<file path="src/rtl/psr_pkg.sv">
// Package: shared encodings for the processor status register.
// Assumes an eight-bit status byte with fixed flag positions.
package psr_pkg;

    typedef enum logic [2:0] {
        OPC_HOLD  = 3'd0,
        OPC_ARITH = 3'd1,
        OPC_NZC   = 3'd2,
        OPC_MOVE  = 3'd3,
        OPC_BITT  = 3'd4,
        OPC_FLAG  = 3'd5,
        OPC_PULL  = 3'd6,
        OPC_ENTRY = 3'd7
    } op_class_e;

    typedef enum logic [1:0] {
        FS_CARRY = 2'd0,
        FS_MASK  = 2'd1,
        FS_DEC   = 2'd2,
        FS_OVF   = 2'd3
    } flag_sel_e;

    localparam int unsigned PSR_W = 8;

    typedef struct packed {
        logic sgn;   // bit 7
        logic ovf;   // bit 6
        logic spare; // bit 5
        logic brk;   // bit 4
        logic dec;   // bit 3
        logic mask;  // bit 2
        logic zero;  // bit 1
        logic cry;   // bit 0
    } psr_t;

    localparam psr_t PSR_RESET = psr_t'(8'h24);

endpackage

</file>
<file path="src/rtl/psr_sync.sv">
// Module: psr_sync
// Synchronises an asynchronous level through STAGES flops and emits a
// one-cycle pulse on each rising edge of the synchronised level.
// Assumes STAGES >= 2; reset is synchronous, active low.
module psr_sync #(
    parameter int unsigned STAGES = 2
) (
    input  logic clk,
    input  logic rst_n,
    input  logic async_in,
    output logic rise
);
    localparam int unsigned LAST = STAGES - 1;

    logic [STAGES-1:0] chain;
    logic              seen;

    // Shift the input through the synchroniser chain.
    always_ff @(posedge clk) begin
        if (!rst_n) chain[0] <= 1'b0;
        else        chain[0] <= async_in;
    end

    genvar g;
    generate
        for (g = 1; g < STAGES; g++) begin : g_stage
            // One synchroniser stage.
            always_ff @(posedge clk) begin
                if (!rst_n) chain[g] <= 1'b0;
                else        chain[g] <= chain[g-1];
            end
        end
    endgenerate

    // Remember the previous synchronised level for edge detection.
    always_ff @(posedge clk) begin
        if (!rst_n) seen <= 1'b0;
        else        seen <= chain[LAST];
    end

    // Pulse when the synchronised level goes from 0 to 1.
    always_comb rise = chain[LAST] & ~seen;

endmodule

</file>
<file path="src/rtl/psr_next.sv">
// Module: psr_next
// Combinational next-state logic of the status byte. Only the flags owned
// by the presented operation class change. The external overflow set
// overrides any overflow written by the same operation.
// Assumes DATA_W >= 2 (bit test reads the two top operand bits).
module psr_next
    import psr_pkg::*;
#(
    parameter int unsigned DATA_W = 8
) (
    input  psr_t              cur,
    input  op_class_e         op,
    input  logic [DATA_W-1:0] result,
    input  logic [DATA_W-1:0] opnd_a,
    input  logic [DATA_W-1:0] opnd_b,
    input  logic              carry_out,
    input  flag_sel_e         sel,
    input  logic              val,
    input  psr_t              pulled,
    input  logic              brk_src,
    input  logic              ext_set,
    output psr_t              nxt
);
    localparam int unsigned MSB = DATA_W - 1;
    localparam int unsigned SUB = DATA_W - 2;

    logic res_zero;
    logic res_sign;
    logic add_ovf;
    logic and_zero;

    // Common result-derived terms.
    always_comb begin
        res_zero = ~|result;
        res_sign = result[MSB];
        add_ovf  = (opnd_a[MSB] == opnd_b[MSB]) && (result[MSB] != opnd_a[MSB]);
        and_zero = ~|(opnd_a & opnd_b);
    end

    // Select which flags the operation class writes.
    always_comb begin
        nxt = cur;
        case (op)
            OPC_ARITH: begin
                nxt.cry  = carry_out;
                nxt.zero = res_zero;
                nxt.sgn  = res_sign;
                nxt.ovf  = add_ovf;
            end
            OPC_NZC: begin
                nxt.cry  = carry_out;
                nxt.zero = res_zero;
                nxt.sgn  = res_sign;
            end
            OPC_MOVE: begin
                nxt.zero = res_zero;
                nxt.sgn  = res_sign;
            end
            OPC_BITT: begin
                nxt.zero = and_zero;
                nxt.sgn  = opnd_b[MSB];
                nxt.ovf  = opnd_b[SUB];
            end
            OPC_FLAG: begin
                case (sel)
                    FS_CARRY: nxt.cry  = val;
                    FS_MASK:  nxt.mask = val;
                    FS_DEC:   nxt.dec  = val;
                    FS_OVF:   if (!val) nxt.ovf = 1'b0;
                    default:  nxt = cur;
                endcase
            end
            OPC_PULL: begin
                nxt.sgn  = pulled.sgn;
                nxt.ovf  = pulled.ovf;
                nxt.dec  = pulled.dec;
                nxt.mask = pulled.mask;
                nxt.zero = pulled.zero;
                nxt.cry  = pulled.cry;
            end
            OPC_ENTRY: begin
                nxt.mask = 1'b1;
                nxt.brk  = brk_src;
            end
            default: nxt = cur;
        endcase
        if (ext_set) nxt.ovf = 1'b1;
        nxt.spare = 1'b1;
    end

endmodule

</file>
<file path="src/rtl/cpu_status_reg.sv">
// Module: cpu_status_reg (top)
// Eight-bit processor status register with per-class flag updates, an
// external synchronised overflow set and a packed byte output.
// Assumes the control unit presents exactly one class per cycle.
module cpu_status_reg
    import psr_pkg::*;
#(
    parameter int unsigned DATA_W      = 8,
    parameter int unsigned SYNC_STAGES = 2
) (
    input  logic              clk,
    input  logic              rst_n,
    input  logic [2:0]        op_class,
    input  logic [DATA_W-1:0] result,
    input  logic [DATA_W-1:0] opnd_a,
    input  logic [DATA_W-1:0] opnd_b,
    input  logic              carry_out,
    input  logic [1:0]        flag_sel,
    input  logic              flag_val,
    input  logic [PSR_W-1:0]  pull_data,
    input  logic              brk_src,
    input  logic              set_ovf,
    output logic [PSR_W-1:0]  status
);
    psr_t psr_q;
    psr_t psr_d;
    logic so_rise;

    psr_sync #(.STAGES(SYNC_STAGES)) u_sync (
        .clk      (clk),
        .rst_n    (rst_n),
        .async_in (set_ovf),
        .rise     (so_rise)
    );

    psr_next #(.DATA_W(DATA_W)) u_next (
        .cur       (psr_q),
        .op        (op_class_e'(op_class)),
        .result    (result),
        .opnd_a    (opnd_a),
        .opnd_b    (opnd_b),
        .carry_out (carry_out),
        .sel       (flag_sel_e'(flag_sel)),
        .val       (flag_val),
        .pulled    (psr_t'(pull_data)),
        .brk_src   (brk_src),
        .ext_set   (so_rise),
        .nxt       (psr_d)
    );

    // Status register with synchronous reset.
    always_ff @(posedge clk) begin
        if (!rst_n) psr_q <= PSR_RESET;
        else        psr_q <= psr_d;
    end

    // Present the packed byte.
    always_comb status = psr_q;

endmodule

</file>
<file path="config.mk">
export PLATFORM = sky130hd
export DESIGN_NAME = cpu_status_reg
export DESIGN_NICKNAME = d
export VERILOG_FILES = /design/src/rtl/psr_pkg.sv /design/src/rtl/psr_sync.sv /design/src/rtl/psr_next.sv /design/src/rtl/cpu_status_reg.sv
export SDC_FILE = /design/constraint.sdc
export NUM_CORES = 1
export LEC_CHECK = 0
export ABC_CLOCK_PERIOD_IN_PS = 1000
export BUFFER_PORTS_ARGS = -buffer_cell sky130_fd_sc_hd__buf_2
export CORE_MARGIN = 10
export CORE_UTILIZATION = 41
export CTS_BUF_LIST = sky130_fd_sc_hd__clkbuf_8
export CTS_CLUSTER_SIZE = 30
export DETAILED_ROUTE_END_ITERATION = 16
export GPL_TIMING_DRIVEN = 0
export PLACE_DENSITY = 0.82
export SLEW_MARGIN = 20
export SYNTH_ARGS = -nofsm -noshare
export SYNTH_HDL_FRONTEND = slang
export SYNTH_SLANG_ARGS = --single-unit
export TNS_END_PERCENT = 100
</file>
<file path="constraint.sdc">
create_clock -name clk -period 1 [get_ports clk]
set_input_delay 0 -clock clk [delete_from_list [all_inputs] [get_ports clk]]
set_output_delay 0 -clock clk [all_outputs]
set_load 0.02 [all_outputs]
</file>
# After elaboration in Yosys (flattened, before gate mapping)
# Index checks and enable logic that the tools add are counted.
# W data, S select, Z words.
[word_totals] reg_bits=11 in_bits=43 output_inout_bits=8 elab_cells=60
[op_classes] n_eq_ne=17 n_mux=12 bitwise=3 n_reduce_logical=17
[ops] cell="$reduce_or A8 Y1" count=2
[ops] cell="$eq A3 B3 Y1 const B" count=4
[ops] cell="$pmux W1 S3" count=4
[ops] cell="$reduce_bool A3 Y1" count=3
[ops] cell="$and A8 B8 Y8" count=1
[ops] cell="$eq A3 B2 Y1 const B" count=2
[ops] cell="$mux W1" count=6
[ops] cell="$ne A2 B2 Y1 const B" count=3
[ops] cell="$ne A3 B3 Y1 const B" count=2
[ops] cell="$reduce_and A2 Y1" count=3
[ops] cell="$reduce_bool A5 Y1" count=1
[ops] cell="$eq A2 B2 Y1 const B" count=2
[ops] cell="$pmux W1 S4" count=1
[ops] cell="$eq A3 B1 Y1 const B" count=1
[ops] cell="$reduce_and A3 Y1" count=1
[ops] cell="$reduce_or A3 Y1" count=1
[ops] cell="$eq A2 B1 Y1 const B" count=1
[ops] cell="$logic_not A1 Y1" count=2
[ops] cell="$logic_not A2 Y1" count=1
[ops] cell="$pmux W1 S2" count=1
[ops] cell="$reduce_bool A2 Y1" count=1
[ops] cell="$reduce_or A2 Y1" count=1
[ops] cell="$and A1 B1 Y1" count=1
[ops] cell="$eq A1 B1 Y1" count=1
[ops] cell="other kinds (3)" count=3

# Longest topological paths before layout
[logic_depth] word_depth=4 mapped_depth=6 ltp_nobuf=4

# By module
# From an unflattened synthesis, not the netlist that was laid out.
[unflattened] hier_cells=85 area_unflattened_um2=710.7
[by_module_without_submodules] mod="psr_next" n_inst=1 cells_each=62 area_per_inst_um2=407.9 seq_area_each_um2=0.0
[by_module_without_submodules] mod="cpu_status_reg" n_inst=1 cells_each=16 area_per_inst_um2=210.2 seq_area_each_um2=160.2
[by_module_without_submodules] mod="psr_sync" n_inst=1 cells_each=7 area_per_inst_um2=92.6 seq_area_each_um2=60.1

# Least setup slack after synthesis
# OpenSTA, ideal clock, no wires.
[synth_timing] path_type="input to register" start="input port op_class[1]" end="register psr_q (netlist bit status[0])" setup_time_ps=117 arrival_ps=710 required_time_ps=883 path_slack_ps=173 cell_stages=6 n_path_buf=2 cell_sequence="buf_6 buf_4 nand2_1 o22ai_1 o21ai_1 a32o_1"
[synth_between] elab_chain_cells=4 elab_cells_between_ends=9 cone_classes="eq/ne: 5; mux: 1; reduce/logical: 3"
[synth_rtl] item="start, declared" line_no="cpu_status_reg.sv:13" rtl="input logic [2:0] op_class,"
[synth_rtl] item="$eq A3 B1 Y1 / $eq A3 B2 Y1 (equally long branches)" line_no="psr_next.sv:43" rtl="case (op)"
[synth_rtl] item="$reduce_or A2 Y1 (no line)"
[synth_rtl] item="$reduce_bool A3 Y1 (no line)"
[synth_rtl] item="$reduce_and A2 Y1 (no line)"
[synth_rtl] item="end signal, assigned" line_no="cpu_status_reg.sv:54" rtl="else psr_q <= psr_d;"
[synth_rtl] item="end, declared" line_no="cpu_status_reg.sv:25" rtl="psr_t psr_q;"
# Parallel ways exist; a longest one is shown, timed or not.
# A chain may end at the register's enable or synchronous reset.

# Final worst setup path
[layout_timing] start="input port opnd_a[7]" end="register psr_q (netlist bit status[6])"
[layout_between] elab_chain_cells=4 elab_cells_between_ends=5 cone_classes="eq/ne: 2; mux: 2; reduce/logical: 1"
[layout_rtl] item="start, declared" line_no="cpu_status_reg.sv:15" rtl="input logic [DATA_W-1:0] opnd_a,"
[layout_rtl] item="$eq A1 B1 Y1 / $ne A1 B1 Y1 (equally long branches)" line_no="psr_next.sv:36" rtl="add_ovf = (opnd_a[MSB] == opnd_b[MSB]) && (result[MSB] != opnd_a[MSB]);"
[layout_rtl] item="$logic_and A1 B1 Y1 (*)" line_no="psr_next.sv:36"
[layout_rtl] item="$pmux W1 S4 (*)" line_no="psr_next.sv:43"
[layout_rtl] item="$mux W1 (*)" line_no="psr_next.sv:87" rtl="if (ext_set) nxt.ovf = 1'b1;"
# Every way passes the cells marked *; elsewhere a longest branch is shown, timed or not.

==> metrics <==
DPL Wire Length 1.89 mm; Num CTS Buffers 3; Synth-to-Final Area Change 45.8%; Reg2Reg Depth 2; main combinational cell family by area after synthesis simple AND/OR/NAND/NOR gates; Hold Violations, Final 0; root buf cell clkbuf_8; Placeable Area 0.00154 mm2; crit path cell chain buf_2, ha_1, o32ai_1, mux2i_1, a21oi_1; slowest CP cell o32ai_1; Placer Congestion 0.810; status finished, final reports clean; Net Sw Frac 26.2%; die area 0.00372 mm2; Maximum Capacitance Violations 0; layout cell share with drive strength beyond 1 45.5%; drt total wl 2.26 mm; TNS Setup 0 ns; Leak Pwr 0.499 nW; fill cell count 140; Total Nets Final 179; vias per cell 5.34; die height 61.0 um; Initial Utilization 44.6%; Cells after Synth 83; flops & latches, synth 10; grt ovf 0; Iter 0 DRT Violations 20; Synth Cell Area 688 um2; CP endpoint kind flip-flop; top cells by area, synth dfxtp_1 (29%), mux2i_1 (7.3%), nor2_1 (4.9%); CTS sink count 10; via count 801; post-layout util 65.1%; Syn Area/Cell 8.29 um2; Max clock buf depth 2; CP Class in2reg; Post-DRT Antenna Nets 0; Pins Over Slew Limit 0; Final Power 1.26 mW; Die W 61.0 um; cell row count 14; largest net degree at the start of global routing 11; Largest stage delay, worst path 0.31 ns; xor-xnor portion of the synthesized cell area 1.27%; switching power 330 uW; Hold Crit Class in2reg; DP Cell Count 145; commonest non-fill, non-tap cells in the layout buf_2 (46), dfxtp_1 (10), nor2_1 (9); remaining routing DRC violations 0; post-synthesis mux area share 7.27%; count of hold-fix buffers inserted at cts 1; post-synthesis adder-cell area fraction 1.82%; vias in the first global route 832; Unique masters post-synth 36; # IOs 51; hold depth 3; DRT Pass-1 Iters 4; # port buffers 46; CP Launch Type input pin; Clk Latency, worst-skew pair 0.24 ns; most common library cell in the layout ignoring fill and taps buf_2; fin crit share 82.5%; Seq/Total Area, Yosys 29.1%; final setup vio count 0; sequential share of power 34.5%; internal power 928 uW; drt wl/cell 15.0 um; hold_ws 0.00991 ns; RSZ-0062 raised after global routing false; clock skew 0.000164 ns; compound-cell area share of the yosys netlist 24.4%; area leader, netlist dfxtp_1; Crit path arrival time 0.99 ns; post-CTS setup buffers 0; simple-gate share of the synthesized area 27.5%; Peak VDD IR 0.000965 V; CTS tree done; r2r setup slk 0.31 ns; Mapped Nets 127; Synth top area share 29.1%; Worst Path Required 1.17 ns; clock power share 40.9%; # diodes 0; H-tree Lvls 1; total track usage 12.6%; Max Freq 1210 MHz; Comb pwr share 24.7%; Final min period 0.825 ns; Worst-path clk slew 0.05 ns; initial antenna violation count 0; Ys Warns 0; post-cts sizing count 0; final instance count without filler cells 150; global-route wire length before repair 3.58 mm; Pwr Density 1250 mW/mm2; crit path max fanout 2
-- layer usage --
layer	up-vias	wire length [um]	track usage, %
met2	29	1270	24.9
li1	403	-	-
met5	-	0	0
met3	2	187	5.43
met1	367	787	11.3
met4	0	10	2.82
-- worst max-delay path: cells and delay by family --
family	cells	cell delay [ns]
buf+inv	1	0.11
mux	1	0.13
fa+ha+maj	1	0.29
compound gates	2	0.46
-- kinds of logic after synthesis --
| family | after synthesis |
|---|---|
| compound gates | 24 |
| xor+xnor | 1 |
| fa+ha+maj | 1 |
| buf+inv | 7 |
| flops | 10 |
| mux | 5 |
| other cells | 1 |
| simple gates | 34 |
-- registers in the layout (all words and copies together), names as in the netlist --
signal        flops
u_sync.chain      2
status            7
u_sync.seen       1
-- power by group through the flow --
stage | sequential (mW) | clock (mW) | combinational [mW]
3_5_place_dp | 0.441 | 0 | 0.307
6_report | 0.433 | 0.514 | 0.310
5_1_grt | 0.435 | 0.544 | 0.342
3_3_place_gp | 0.440 | 0 | 0.299
2_1_floorplan | 0.465 | 0 | 0.150
4_1_cts | 0.433 | 0.528 | 0.313
-- layout make-up --
type | instances | area, um2 | area share (%)
plain buffers | 5 | 48.8 | 4.86
clock buffers | 4 | 55.1 | 5.49
inverters | 2 | 7.51 | 0.748
multi-input cells | 66 | 432 | 43.0
flip-flops and latches | 10 | 200 | 20.0
well taps | 16 | 20.0 | 2.00
repair buffers | 47 | 240 | 23.9
-- path summary, 6_finish.rpt --
path                     end            start
max                status[6]        opnd_a[7]
min                status[4]          brk_src
max reg2reg        status[3]        status[3]
min reg2reg  u_sync.chain[1]  u_sync.chain[0]
-- stage by stage --
stage / instance area (um2) / setup slack, ns
after floorplan: 688 / 0.173
final: 1000 / 0.175
after global placement: 938 / -0.0552
after CTS: 1000 / 0.156
after global routing: 1000 / 0.132
after detailed placement: 938 / -0.0644
-- synth_stat cells, drive strengths merged --
master / n
nor3: 3
buf: 5
nand3: 3
a31oi: 1
a21oi: 5
and2: 4
o32ai: 1
dfxtp: 10
nand3b: 2
and3b: 1
a21boi: 1
a32o: 1
inv: 2
a211oi: 2
nor2: 9
nor4: 1
a221oi: 3
mux2i: 5
ha: 1
a22o: 1
and2b: 2
nand2b: 3
o311ai: 2
nor2b: 1
nand2: 5
o21ai: 6
o22ai: 1
conb: 1
xnor2: 1
Note: power is estimated with default switching activity, not from simulation.
